[src/rtl/nic_reg_pkg.sv]
`timescale 1ns/1ps
package nic_reg_pkg;
  localparam int DATA_W = 16;
  localparam int OFS_W  = 5;

  localparam logic [OFS_W-1:0] OFS_STA0 = 5'h00;
  localparam logic [OFS_W-1:0] OFS_STA1 = 5'h02;
  localparam logic [OFS_W-1:0] OFS_STA2 = 5'h04;
  localparam logic [OFS_W-1:0] OFS_CSR  = 5'h10;
  localparam logic [OFS_W-1:0] OFS_PTR  = 5'h12;
  localparam logic [OFS_W-1:0] OFS_RST  = 5'h14;
  localparam logic [OFS_W-1:0] OFS_BCR  = 5'h16;

  // control word bit positions
  localparam int B_INIT = 0;
  localparam int B_STRT = 1;
  localparam int B_STOP = 2;
  localparam int B_TDMD = 3;
  localparam int B_IENA = 6;
  localparam int B_ERR  = 15;

  // write-one-to-clear flags: IDON, TINT, RINT, MISS, CERR
  localparam int NFLAG = 5;
  localparam int FLAG_POS [NFLAG] = '{8, 9, 10, 12, 13};
  localparam int F_MISS = 3;
  localparam int F_CERR = 4;

  typedef enum logic [2:0] {
    RD_ZERO, RD_STA0, RD_STA1, RD_STA2, RD_PTR, RD_CSR, RD_BCR
  } rdSelT;

  typedef struct packed {
    logic softRst;
    logic wrPtr;
    logic wrCsr0;
    logic wrCsr1;
    logic wrCsr2;
    logic wrCsr4;
    logic wrBcr20;
  } strobeT;
endpackage

[src/rtl/nic_reg_ctrl.sv]
`timescale 1ns/1ps
module nic_reg_ctrl
  import nic_reg_pkg::*;
#(
  parameter int PTR_W = 7
)(
  input  logic [OFS_W-1:0] hostAddr,
  input  logic             hostWr,
  input  logic             hostRd,
  input  logic [PTR_W-1:0] ptr,
  output strobeT           strobe,
  output rdSelT            rdSel
);
  localparam logic [PTR_W-1:0] N_CSR0  = PTR_W'(0);
  localparam logic [PTR_W-1:0] N_CSR1  = PTR_W'(1);
  localparam logic [PTR_W-1:0] N_CSR2  = PTR_W'(2);
  localparam logic [PTR_W-1:0] N_CSR4  = PTR_W'(4);
  localparam logic [PTR_W-1:0] N_BCR20 = PTR_W'(20);

  logic rstHit, csrWr, bcrWr;

  assign rstHit = hostRd && (hostAddr == OFS_RST);
  assign csrWr  = hostWr && !rstHit && (hostAddr == OFS_CSR);
  assign bcrWr  = hostWr && !rstHit && (hostAddr == OFS_BCR);

  always_comb begin
    strobe         = '0;
    strobe.softRst = rstHit;
    strobe.wrPtr   = hostWr && !rstHit && (hostAddr == OFS_PTR);
    strobe.wrCsr0  = csrWr && (ptr == N_CSR0);
    strobe.wrCsr1  = csrWr && (ptr == N_CSR1);
    strobe.wrCsr2  = csrWr && (ptr == N_CSR2);
    strobe.wrCsr4  = csrWr && (ptr == N_CSR4);
    strobe.wrBcr20 = bcrWr && (ptr == N_BCR20);
  end

  always_comb begin
    unique case (hostAddr)
      OFS_STA0: rdSel = RD_STA0;
      OFS_STA1: rdSel = RD_STA1;
      OFS_STA2: rdSel = RD_STA2;
      OFS_PTR:  rdSel = RD_PTR;
      OFS_CSR:  rdSel = RD_CSR;
      OFS_BCR:  rdSel = RD_BCR;
      default:  rdSel = RD_ZERO;
    endcase
  end
endmodule

[src/rtl/nic_reg_dp.sv]
`timescale 1ns/1ps
module nic_reg_dp
  import nic_reg_pkg::*;
#(
  parameter int          PTR_W     = 7,
  parameter int          STYLE_W   = 9,
  parameter logic [15:0] PART_CODE = 16'h2621,
  parameter logic [11:0] ID_TAG    = 12'h003
)(
  input  logic              clk,
  input  logic              rst_n,
  input  strobeT            strobe,
  input  rdSelT             rdSel,
  input  logic [DATA_W-1:0] wdata,
  input  logic [47:0]       stationAddr,
  input  logic [NFLAG-1:0]  statusEvt,
  output logic [PTR_W-1:0]  ptr,
  output logic [DATA_W-1:0] rdata,
  output logic              irq,
  output logic              initPulse,
  output logic              startPulse,
  output logic              stopPulse,
  output logic              txDemandPulse,
  output logic              dmaRun,
  output logic [31:0]       initAddr,
  output logic [DATA_W-1:0] featureMask,
  output logic [STYLE_W-1:0] descStyle,
  output logic [DATA_W-1:0] csr0Word
);
  localparam logic [31:0]       ID_WORD = {4'h0, PART_CODE, ID_TAG};
  localparam logic [PTR_W-1:0]  N_ID_LO = PTR_W'(88);
  localparam logic [PTR_W-1:0]  N_ID_HI = PTR_W'(89);
  localparam logic [PTR_W-1:0]  N_BCR20 = PTR_W'(20);

  logic initBit, strtBit, stopBit, ienaBit;
  logic [NFLAG-1:0] flags;
  logic [DATA_W-1:0] addrLo, addrHi;
  logic errBit;
  logic stopReq;

  assign stopReq = wdata[B_STOP];

  // pointer
  always_ff @(posedge clk or negedge rst_n) begin
    if (!rst_n)             ptr <= '0;
    else if (strobe.softRst) ptr <= '0;
    else if (strobe.wrPtr)  ptr <= wdata[PTR_W-1:0];
  end

  // command bits and pulses
  always_ff @(posedge clk or negedge rst_n) begin
    if (!rst_n) begin
      initBit <= 1'b0; strtBit <= 1'b0; stopBit <= 1'b1; ienaBit <= 1'b0;
      initPulse <= 1'b0; startPulse <= 1'b0; stopPulse <= 1'b0; txDemandPulse <= 1'b0;
    end else if (strobe.softRst) begin
      initBit <= 1'b0; strtBit <= 1'b0; stopBit <= 1'b1; ienaBit <= 1'b0;
      initPulse <= 1'b0; startPulse <= 1'b0; stopPulse <= 1'b0; txDemandPulse <= 1'b0;
    end else begin
      initPulse     <= strobe.wrCsr0 && wdata[B_INIT] && !stopReq;
      startPulse    <= strobe.wrCsr0 && wdata[B_STRT] && !stopReq;
      stopPulse     <= strobe.wrCsr0 && stopReq;
      txDemandPulse <= strobe.wrCsr0 && wdata[B_TDMD] && !stopReq;
      if (strobe.wrCsr0) begin
        ienaBit <= wdata[B_IENA];
        if (stopReq) begin
          stopBit <= 1'b1;
          strtBit <= 1'b0;
          initBit <= 1'b0;
        end else begin
          if (wdata[B_INIT]) begin initBit <= 1'b1; stopBit <= 1'b0; end
          if (wdata[B_STRT]) begin strtBit <= 1'b1; stopBit <= 1'b0; end
        end
      end
    end
  end

  // write-one-to-clear status flags, event wins over clear
  for (genvar i = 0; i < NFLAG; i++) begin : g_flag
    always_ff @(posedge clk or negedge rst_n) begin
      if (!rst_n)                                    flags[i] <= 1'b0;
      else if (strobe.softRst)                       flags[i] <= 1'b0;
      else if (statusEvt[i])                         flags[i] <= 1'b1;
      else if (strobe.wrCsr0 && wdata[FLAG_POS[i]])  flags[i] <= 1'b0;
    end
  end

  // data registers
  always_ff @(posedge clk or negedge rst_n) begin
    if (!rst_n) begin
      addrLo <= '0; addrHi <= '0; featureMask <= '0; descStyle <= '0;
    end else if (strobe.softRst) begin
      addrLo <= '0; addrHi <= '0; featureMask <= '0; descStyle <= '0;
    end else begin
      if (strobe.wrCsr1)  addrLo      <= wdata;
      if (strobe.wrCsr2)  addrHi      <= wdata;
      if (strobe.wrCsr4)  featureMask <= wdata;
      if (strobe.wrBcr20) descStyle   <= wdata[STYLE_W-1:0];
    end
  end

  assign errBit = flags[F_MISS] | flags[F_CERR];

  always_comb begin
    csr0Word          = '0;
    csr0Word[B_INIT]  = initBit;
    csr0Word[B_STRT]  = strtBit;
    csr0Word[B_STOP]  = stopBit;
    csr0Word[B_IENA]  = ienaBit;
    csr0Word[B_ERR]   = errBit;
    for (int i = 0; i < NFLAG; i++) csr0Word[FLAG_POS[i]] = flags[i];
  end

  assign irq      = ienaBit & ((|flags[2:0]) | errBit);
  assign dmaRun   = strtBit;
  assign initAddr = {addrHi, addrLo};

  // read mux
  logic [DATA_W-1:0] csrRead, bcrRead;

  always_comb begin
    unique case (ptr)
      PTR_W'(0): csrRead = csr0Word;
      PTR_W'(1): csrRead = addrLo;
      PTR_W'(2): csrRead = addrHi;
      PTR_W'(4): csrRead = featureMask;
      N_ID_LO:   csrRead = ID_WORD[15:0];
      N_ID_HI:   csrRead = ID_WORD[31:16];
      default:   csrRead = '0;
    endcase
  end

  assign bcrRead = (ptr == N_BCR20) ? DATA_W'(descStyle) : '0;

  always_comb begin
    unique case (rdSel)
      RD_STA0: rdata = stationAddr[15:0];
      RD_STA1: rdata = stationAddr[31:16];
      RD_STA2: rdata = stationAddr[47:32];
      RD_PTR:  rdata = DATA_W'(ptr);
      RD_CSR:  rdata = csrRead;
      RD_BCR:  rdata = bcrRead;
      default: rdata = '0;
    endcase
  end
endmodule

[src/rtl/nic_reg_unit.sv]
`timescale 1ns/1ps
module nic_reg_unit
  import nic_reg_pkg::*;
#(
  parameter int          PTR_W     = 7,
  parameter int          STYLE_W   = 9,
  parameter logic [15:0] PART_CODE = 16'h2621,
  parameter logic [11:0] ID_TAG    = 12'h003
)(
  input  logic         clk,
  input  logic         rst_n,
  input  logic [4:0]   hostAddr,
  input  logic         hostWr,
  input  logic         hostRd,
  input  logic [15:0]  hostWdata,
  output logic [15:0]  hostRdata,
  input  logic [47:0]  stationAddr,
  input  logic         initDone,
  input  logic         txDoneEvt,
  input  logic         rxDoneEvt,
  input  logic         missEvt,
  input  logic         collEvt,
  output logic         irq,
  output logic         initPulse,
  output logic         startPulse,
  output logic         stopPulse,
  output logic         txDemandPulse,
  output logic         dmaRun,
  output logic [31:0]  initAddr,
  output logic [15:0]  featureMask,
  output logic [8:0]   descStyle
);
  strobeT           strobe;
  rdSelT            rdSel;
  logic [PTR_W-1:0] ptr;
  logic [15:0]      csr0Word;
  logic [NFLAG-1:0] statusEvt;

  assign statusEvt = {collEvt, missEvt, rxDoneEvt, txDoneEvt, initDone};

  nic_reg_ctrl #(.PTR_W(PTR_W)) i_ctrl (
    .hostAddr(hostAddr), .hostWr(hostWr), .hostRd(hostRd),
    .ptr(ptr), .strobe(strobe), .rdSel(rdSel)
  );

  nic_reg_dp #(
    .PTR_W(PTR_W), .STYLE_W(STYLE_W), .PART_CODE(PART_CODE), .ID_TAG(ID_TAG)
  ) i_dp (
    .clk(clk), .rst_n(rst_n), .strobe(strobe), .rdSel(rdSel),
    .wdata(hostWdata), .stationAddr(stationAddr), .statusEvt(statusEvt),
    .ptr(ptr), .rdata(hostRdata), .irq(irq),
    .initPulse(initPulse), .startPulse(startPulse), .stopPulse(stopPulse),
    .txDemandPulse(txDemandPulse), .dmaRun(dmaRun), .initAddr(initAddr),
    .featureMask(featureMask), .descStyle(descStyle), .csr0Word(csr0Word)
  );
endmodule

[config.mk]
export PLATFORM = sky130hd
export DESIGN_NAME = nic_reg_unit
export DESIGN_NICKNAME = d
export VERILOG_FILES = /design/src/rtl/nic_reg_pkg.sv /design/src/rtl/nic_reg_ctrl.sv /design/src/rtl/nic_reg_dp.sv /design/src/rtl/nic_reg_unit.sv
export SDC_FILE = /design/constraint.sdc
export NUM_CORES = 1
export LEC_CHECK = 0
export BUFFER_PORTS_ARGS = -buffer_cell sky130_fd_sc_hd__buf_2
export CAP_MARGIN = 10
export CORE_ASPECT_RATIO = 1.75
export CORE_MARGIN = 2
export CORE_UTILIZATION = 51
export CTS_CLUSTER_DIAMETER = 120
export CTS_CLUSTER_SIZE = 16
export DETAILED_ROUTE_END_ITERATION = 10
export PLACE_DENSITY_LB_ADDON = 0.12
export SETUP_SLACK_MARGIN = 0.1
export SLEW_MARGIN = 20
export SYNTH_ARGS = -nofsm -noshare
export SYNTH_HDL_FRONTEND = slang
export SYNTH_HIERARCHICAL = 1
export SYNTH_SLANG_ARGS = --single-unit
[constraint.sdc]
create_clock -name clk -period 5.6 [get_ports clk]
set_clock_uncertainty 0.05 [all_clocks]
set_input_delay 1.68 -clock clk [delete_from_list [all_inputs] [get_ports clk]]
set_output_delay 1.68 -clock clk [all_outputs]
set_load 0.005 [all_outputs]
; ---- After elaboration in Yosys (flattened, before gate mapping)
; Index checks and enable logic that the tools add are counted.
[op_classes]
n_eq_ne = 18
muxes = 48
n_bitwise = 3
n_reduce_logical = 44
[ops]
columns = op, count
row1 = $pmux W16 S6, 2
row2 = $mux W16, 6
row3 = $mux W1, 34
row4 = $mux W9, 3
row5 = $logic_and A1 B1 Y1, 22
row6 = $reduce_bool A3 Y1, 7
row7 = $eq A5 B5 Y1 const B, 4
row8 = $pmux W3 S6, 1
row9 = $eq A7 B7 Y1 const B, 2
row10 = $mux W7, 2
row11 = $reduce_bool A2 Y1, 6
row12 = $eq A3 B3 Y1 const B, 3
row13 = $eq A7 B1 Y1 const B, 1
row14 = $eq A7 B2 Y1 const B, 1
row15 = $eq A7 B3 Y1 const B, 1
row16 = $eq A7 B5 Y1 const B, 1
row17 = $logic_not A7 Y1, 1
row18 = $eq A3 B2 Y1 const B, 2
row19 = $reduce_and A2 Y1, 3
row20 = $eq A5 B2 Y1 const B, 1
row21 = $eq A5 B3 Y1 const B, 1
row22 = $logic_not A5 Y1, 1
row23 = $reduce_bool A4 Y1, 1
row24 = $eq A3 B1 Y1 const B, 1
row25 = other kinds (4), 6
[totals]
reg_bits = 77
output_inout_bits = 79

; ---- Depth between registers and ports, before layout
; Gate-level depths: netlist (run 1).
[logic_depth]
word_depth = 10
ltp_mapped = 9
ltp_nobuf = 7

; ---- Modules after synthesis
; The synthesis (run 1) kept the hierarchy.
[by_module_without_submodules]
columns = module, n_inst, cells_each, area_per_inst_um2
row1 = nic_reg_dp, 1, 438, 4317.9
row2 = nic_reg_ctrl, 1, 28, 211.5

; ---- Worst setup path before layout (run 1)
; OpenSTA, ideal clock, no wires.
[synth_timing]
path_type = input port to output port
from = in hostAddr[1]
to = out hostRdata[1]
arrival_ns = 3.465
required_ns = 3.870
path_slack_ns = 0.405
path_stages = 8
cell_sequence = buf_6 -> a2111oi_0 -> buf_4 -> buf_2 -> mux2i_1 -> o22ai_1 -> a21oi_1 -> o21ai_2
[synth_between]
elab_chain_len = 4
elab_cells_between_ends = 14
cone_classes = 11 x eq/ne / 2 x mux / 1 x reduce/logical
[synth_lines]
columns = element, line_no
row1 = "start, declared", nic_reg_unit.sv:12  ; input logic [4:0] hostAddr,
row2 = "$eq A5 B5 Y1, or another cell as far along", nic_reg_ctrl.sv:38  ; unique case (hostAddr)
row3 = $pmux W3 S6 *, nic_reg_ctrl.sv:38
row4 = via rdSel[0], nic_reg_unit.sv:34  ; rdSelT rdSel;
row5 = "$eq A3 B3 Y1, or another cell as far along", nic_reg_dp.sv:135  ; unique case (rdSel)
row6 = $pmux W16 S6 *, nic_reg_dp.sv:135
row7 = "end, declared", nic_reg_unit.sv:16  ; output logic [15:0] hostRdata,
; The timed path passes the listed nets; every way through them passes the cells marked *.

; ---- Final worst setup path (run 1)
[layout_timing]
from = in hostAddr[0]
to = out hostRdata[8]
; Same word-level chain as after synthesis.

==> impl_metrics.ini, run 1 <==
[place]
placed_cell_area_um2 = 5400
hpwlAfterDp_um = 9808
gp_congestion = 0.9867
io_buffers = 156

[die]
die-area_um2 = 9504
start_util_pct = 51.92
rows = 45
die_width_um = 74.56
die_h_um = 127.5
core_um2 = 8558
ios = 157

[cts]
htree_num_levels = 3
cts-buffers-inserted = 9
tritoncts = yes
cts_max_path_buffers = 2
cts-root-buf = clkbuf_16
hold_buffers = 0
clk_pin_slew_ns = 0.06
clock-sinks = 77
clock_latency_ns = 0.33

[worst_setup_path]
crit_fanout = 13
path_buf_inv = 3
required_ns = 3.87
slowest_stage = or4b_1
slowest_delay_ns = 0.51
rrSetupSlack_ns = 3.23
cp_data_arrival_time_ns = 3.72
cp-start-kind = input pin
cp_cell_sequence = buf_2 > or4b_1 > o22ai_1 > and2b_2 > nand2_2 > a2111oi_4 > a32oi_2 > buf_12 > o221ai_1 > buf_2
path_common_cell = buf_2
path_delay_family = simple AND/OR/NAND/NOR gates
crit_type = input pin to output pin
crit_path_end_kind = output pin

[global_routing]
grt_pass1_vias = 4050
grt.overflow.total = 0
use_met2_pct = 48.78
grt_pass1_wl_um = 20890
use_met1_pct = 36.44
grt_use_met3_pct = 6.073
top_usage_layer = met2
grt_use_total_pct = 29.10
grt_max_degree = 78
antenna_found_initial = 0

[power_and_ir_drop]
leakage_nw = 2.756
switching_share_pct = 27.71
powerDensity_nw_per_um2 = 267.0
power_frac_clock_pct = 40.5
p_int_w = 0.001119
seqPwrFrac_pct = 41.5
ir_drop_mv = 0.2375
switching_power_w = 0.0004291
power_frac_comb_pct = 18.1

[cells_and_area]
antenna_cells = 0
fin_area_um2 = 5801
areaGrowthSynthToFinish_pct = 30.55
drive_gt1_share_pct = 36.66
nNetsFinal = 684

[timing]
finalHoldViolations = 0
rsz0062_at_grt = yes
relSlewSlack_pct = 38.80
finalCritPeriodShare_pct = 97.41
fin_setup_tns_ns = 0
finalCriticalPeriod_ns = 5.455
fmax_ghz = 0.1833
finalMaxSlewViolations = 0
final-setup-viol-count = 0
max_slew.worst_pin.slew_ns = 0.9158

[route]
wire_per_inst_um = 18.86
num_vias = 4230
vias_per_cell = 5.810
detail-route-antenna-nets = 0
drc = 0
wl_um = 13730
drt_iter0_drc = 205
drtPass1Iterations = 7

[logic_synthesis]
ys.warnings.count = 6
syn_inst = 454
syn_nets = 532
netlist_area_um2 = 4443
avgSynthCellArea_um2 = 9.786

[status]
status = completed

[job]
cap_violations = 0

[hold_path]
hp-class = flip-flop to flip-flop
## through the flow
stage / instances / util, % / worst slack (ns) / hold WS [ns] / power [W]
2_1_floorplan: 454 / - / 0.4050 / 0.4131 / 0.0007888
5_1_grt: 728 / 67.78 / 0.06013 / 0.4811 / 0.001621
3_3_place_gp: 710 / 63.10 / 0.1392 / 0.4389 / 0.0009147
4_1_cts: 726 / 66.92 / 0.1669 / 0.4678 / 0.001551
6_report: 728 / 67.78 / 0.1451 / 0.4644 / 0.001549
3_5_place_dp: 710 / 63.10 / 0.1742 / 0.4541 / 0.0009213
## worst register-to-register path, cell delays in order, from the launching register on
cell and delay (ns):
dfrtp_1 0.69, or3b_2 0.62, nor4_2 0.18, buf_4 0.36, mux2i_1 0.27, nor2_1 0.05
## power groups by stage
stage               Combinational (W)  Sequential (W)  Clock (W)
global placement             0.000267        0.000648          0
CTS                          0.000274        0.000639   0.000638
global route                 0.000307        0.000646   0.000668
finish                       0.000280        0.000642   0.000627
detailed placement           0.000272        0.000649          0
floorplan                    0.000163        0.000626          0
## cells in the final DEF (no fill, tap or decap), types with 2 or more instances in the layout
cell type and count:
nor2_4 2, o21ai_0 8, mux2_2 3, nor2_1 87, nand3b_1 2, nand2b_1 3, mux2i_1 84, clkbuf_16 9
nand2_1 16, a22oi_1 16, o22ai_1 10, and2_1 4, a2111oi_4 2, a22o_1 8, buf_4 19, nor2b_1 5
inv_1 3, or3b_2 3, nand3_1 3, nor3b_1 2, a32o_1 2, or3_1 3, a32oi_1 2, clkinv_2 2
a21oi_1 27, o21ai_2 4, o221ai_1 3, bufinv_16 2, or4b_4 2, dfrtp_1 76, nor4_2 4, a21o_1 3
buf_2 155, clkbuf_8 2
## path summary, 6_finish.rpt
kind                         startpoint                  end  cells after the start
setup / recovery            hostAddr[0]         hostRdata[8]                     10
hold / removal             i_dp/stopBit         i_dp/stopBit                      1
setup reg to reg            i_dp/ptr[0]  i_dp/featureMask[4]                      5
hold reg to reg            i_dp/stopBit         i_dp/stopBit                      1
max in group asynchronous         rst_n         i_dp/stopBit                      2
min in group asynchronous         rst_n       i_dp/addrLo[5]                      1
## metal layers
metal  part of all wire (%)  wire length (um)
met4                    2.4               330
met1                     39              5323
met2                     52              7107
met3                    7.1               971
met5                      0                 0
## registers in the layout (all words and copies together), names as in the netlist
register,count
i_dp/addrHi,16
i_dp/addrLo,16
i_dp/featureMask,16
i_dp/descStyle,9
i_dp/ptr,7
i_dp/csr0Word,5
i_dp/dmaRun,1
i_dp/ienaBit,1
i_dp/initBit,1
i_dp/initPulse,1
i_dp/startPulse,1
i_dp/stopBit,1
i_dp/stopPulse,1
i_dp/txDemandPulse,1
## cell type report
cell class              count  area, um2
flip-flops and latches     77       1928
clock inverters             4      70.07
inverters                   3      11.26
fillers                   722       2758
well taps                 117      146.4
multi-input cells         338       2411
clock buffers              12      256.5
repair buffers            177      977.2
## repair_timing
| action | 4_1_cts | 5_1_grt |
|---|---|---|
| endpoints found under the setup margin | 0 | 14 |
| gates resized for setup | 0 | 7 |
| buffers inserted | 0 | 1 |
Power figures use the tool's default switching activity.
==> run 2, diff against run 1 <==
--- a/config.mk
+++ b/config.mk
@@ -9,7 +9,7 @@
 export CAP_MARGIN = 10
 export CORE_ASPECT_RATIO = 1.75
 export CORE_MARGIN = 2
-export CORE_UTILIZATION = 51
+export CORE_UTILIZATION = 46
 export CTS_CLUSTER_DIAMETER = 120
 export CTS_CLUSTER_SIZE = 16
 export DETAILED_ROUTE_END_ITERATION = 10
==> constraint.sdc (replaced) <==
create_clock -name clk -period 4.52 [get_ports clk]
set_clock_uncertainty 0.05 [all_clocks]
set_input_delay 1.356 -clock clk [delete_from_list [all_inputs] [get_ports clk]]
set_output_delay 1.356 -clock clk [all_outputs]
set_load 0.005 [all_outputs]
==> run 2 against run 1 <==
Compared with the run above: the run now ends with negative setup slack left; cell count is 4.5% higher; combinational power is 39% higher; critical path depth stayed put; routed wire length is 7.9% higher; largest cell class unchanged; first-iteration DRC count is 47% higher; die area is 10% higher.
==> impl_metrics.ini, run 2 (same netlist as run 1, synthesis figures left out) <==
[worst_setup_path]
cp_data_arrival_time_ns = 3.22
crit_fanout = 7
timing.rr.start = i_dp/ptr[3]
required_ns = 3.11
crit_path_end_kind = output pin
r2r_cells = 5
cp-start-kind = input pin
rrSetupSlack_ns = 2.25
crit_type = input pin to output pin
r2r-end = i_dp/addrHi[5]

[place]
hpwlAfterDp_um = 10400
gp_congestion = 0.9003
io_buffers = 156
placed_cell_area_um2 = 5554
dp_cells = 731

[cells_and_area]
fin_area_um2 = 6116
num-fill-cells = 796
final_common_cell = buf_2
multiInputGateArea_um2 = 2477
utilization_pct = 65.00
drive_gt1_share_pct = 40.38
areaGrowthSynthToFinish_pct = 37.65
antenna_cells = 0
nNetsFinal = 712
reg_top3 = i_dp/addrHi x16, i_dp/addrLo x16, i_dp/featureMask x16
finalNonFillerCells = 761
final_cell_mix = buf_2 (151), nor2_1 (87), mux2i_1 (84), dfrtp_1 (76), buf_4 (40)
regArea_um2 = 1928

[timing]
fmax_ghz = 0.2163
rsz0062_at_grt = yes
finalCritPeriodShare_pct = 102.3
final-setup-viol-count = 14
max_slew.worst_pin.slew_ns = 0.9861
finalCriticalPeriod_ns = 4.622
finalHoldViolations = 0
layout_setup_ws_ns = -0.1024
hold_ws_ns = 0.4483
finalMaxSlewViolations = 0
relSlewSlack_pct = 34.26

[cts]
clk_pin_slew_ns = 0.05
cts-buffers-inserted = 9
hold_buffers = 0
cts-root-buf = clkbuf_16
cts_max_path_buffers = 2
tritoncts = yes
clock-sinks = 77
htree_num_levels = 3
clock_latency_ns = 0.34

[status]
status = finished, violations left
violations = negative setup slack

[global_routing]
grt_use_total_pct = 28.41
grt_pass1_vias = 4206
grt_pass1_wl_um = 22950
grt.overflow.total = 0
grt_max_degree = 78
antenna_found_initial = 0

[die]
die_h_um = 134.0
rows = 47
start_util_pct = 47.22
ios = 157
die_width_um = 78.29
die-area_um2 = 10490
core_um2 = 9409

[route]
drtPass1Iterations = 5
drt_iter0_drc = 302
num_vias = 4353
wl_um = 14820
detail-route-antenna-nets = 0
vias_per_cell = 5.720
wire_per_inst_um = 19.48
drc = 0

[power_and_ir_drop]
powerDensity_nw_per_um2 = 301.8
ir_drop_mv = 0.2861
leakage_nw = 2.912

[hold_path]
hp-class = flip-flop to flip-flop
hold_depth = 2
worstHoldStart = i_dp/initBit
holdPathEnd = i_dp/initBit

[job]
cap_violations = 0
[run 2: cell types whose count changed in the layout (fill, tap and decap cells not counted), moves of 3 or more]
cell	before	now
buf_6	1	8
buf_4	19	40
clkbuf_1	1	4
buf_2	155	151
[run 2: area by class of cell]
class / count / share of cell area (%)
Clock inverter: 1 / 0.08183
Tap cell: 122 / 2.496
Timing Repair Buffer: 205 / 20.83
Clock buffer: 15 / 4.378
Multi-Input combinational cell: 338 / 40.51
Inverter: 3 / 0.1841
Sequential cell: 77 / 31.53
[run 2: power by group]
group          internal [W]  total [W]  leakage, nW  switching [W]
Combinational      0.000167   0.000388         1.74       0.000221
Clock              0.000402   0.000667        0.134       0.000265
Sequential         0.000728   0.000791         1.04      0.0000627
Total               0.00130    0.00185         2.91       0.000548
[run 2: metrics by stage]
step / power (W) / TNS (ns) / setup slack (ns)
finish: 0.001846 / -1.201 / -0.1024
global route: 0.001916 / -2.126 / -0.1665
CTS: 0.001840 / -1.216 / -0.1078
detailed placement: 0.001160 / -1.418 / -0.1814
global placement: 0.001150 / -0.7894 / -0.1241
floorplan: 0.0009777 / 0 / 0.1073
[run 2: critical path, stage by stage]
cell and delay [ns]:
buf_6 0.11, or4b_4 0.53, o22ai_2 0.12, and2b_1 0.22, buf_4 0.15, a32oi_4 0.24, buf_6 0.15, buf_16 0.13
o22ai_1 0.07, buf_2 0.14
[run 2: how the worst max path moves through the flow]
stage | from | end | slack, ns | depth (start not counted)
final | hostAddr[0] | hostRdata[11] | -0.10 | 10
after global routing | hostAddr[0] | hostRdata[11] | -0.17 | 10
after CTS | hostAddr[3] | hostRdata[7] | -0.11 | 11
after detailed placement | hostAddr[3] | hostRdata[9] | -0.18 | 9
after global placement | hostAddr[3] | hostRdata[9] | -0.12 | 9
after floorplan | hostAddr[1] | hostRdata[1] | 0.11 | 8
[run 2: repair_timing]
action / 4_1_cts / 5_1_grt
pin swaps: 12 / 5
gates resized for setup: 23 / 10
gates cloned: 1 / 1
setup buffers: 6 / 6
setup endpoints to repair: 16 / 16
[run 2: layer usage]
metal	track usage (%)	up-vias	routed length (um)	part of all wire [%]
met2	48.56	189	7691	52
li1	-	2007	-	-
met4	11.21	0	323	2.2
met1	36.35	2135	5948	40
met5	0	-	0	0
met3	3.701	22	861	5.8
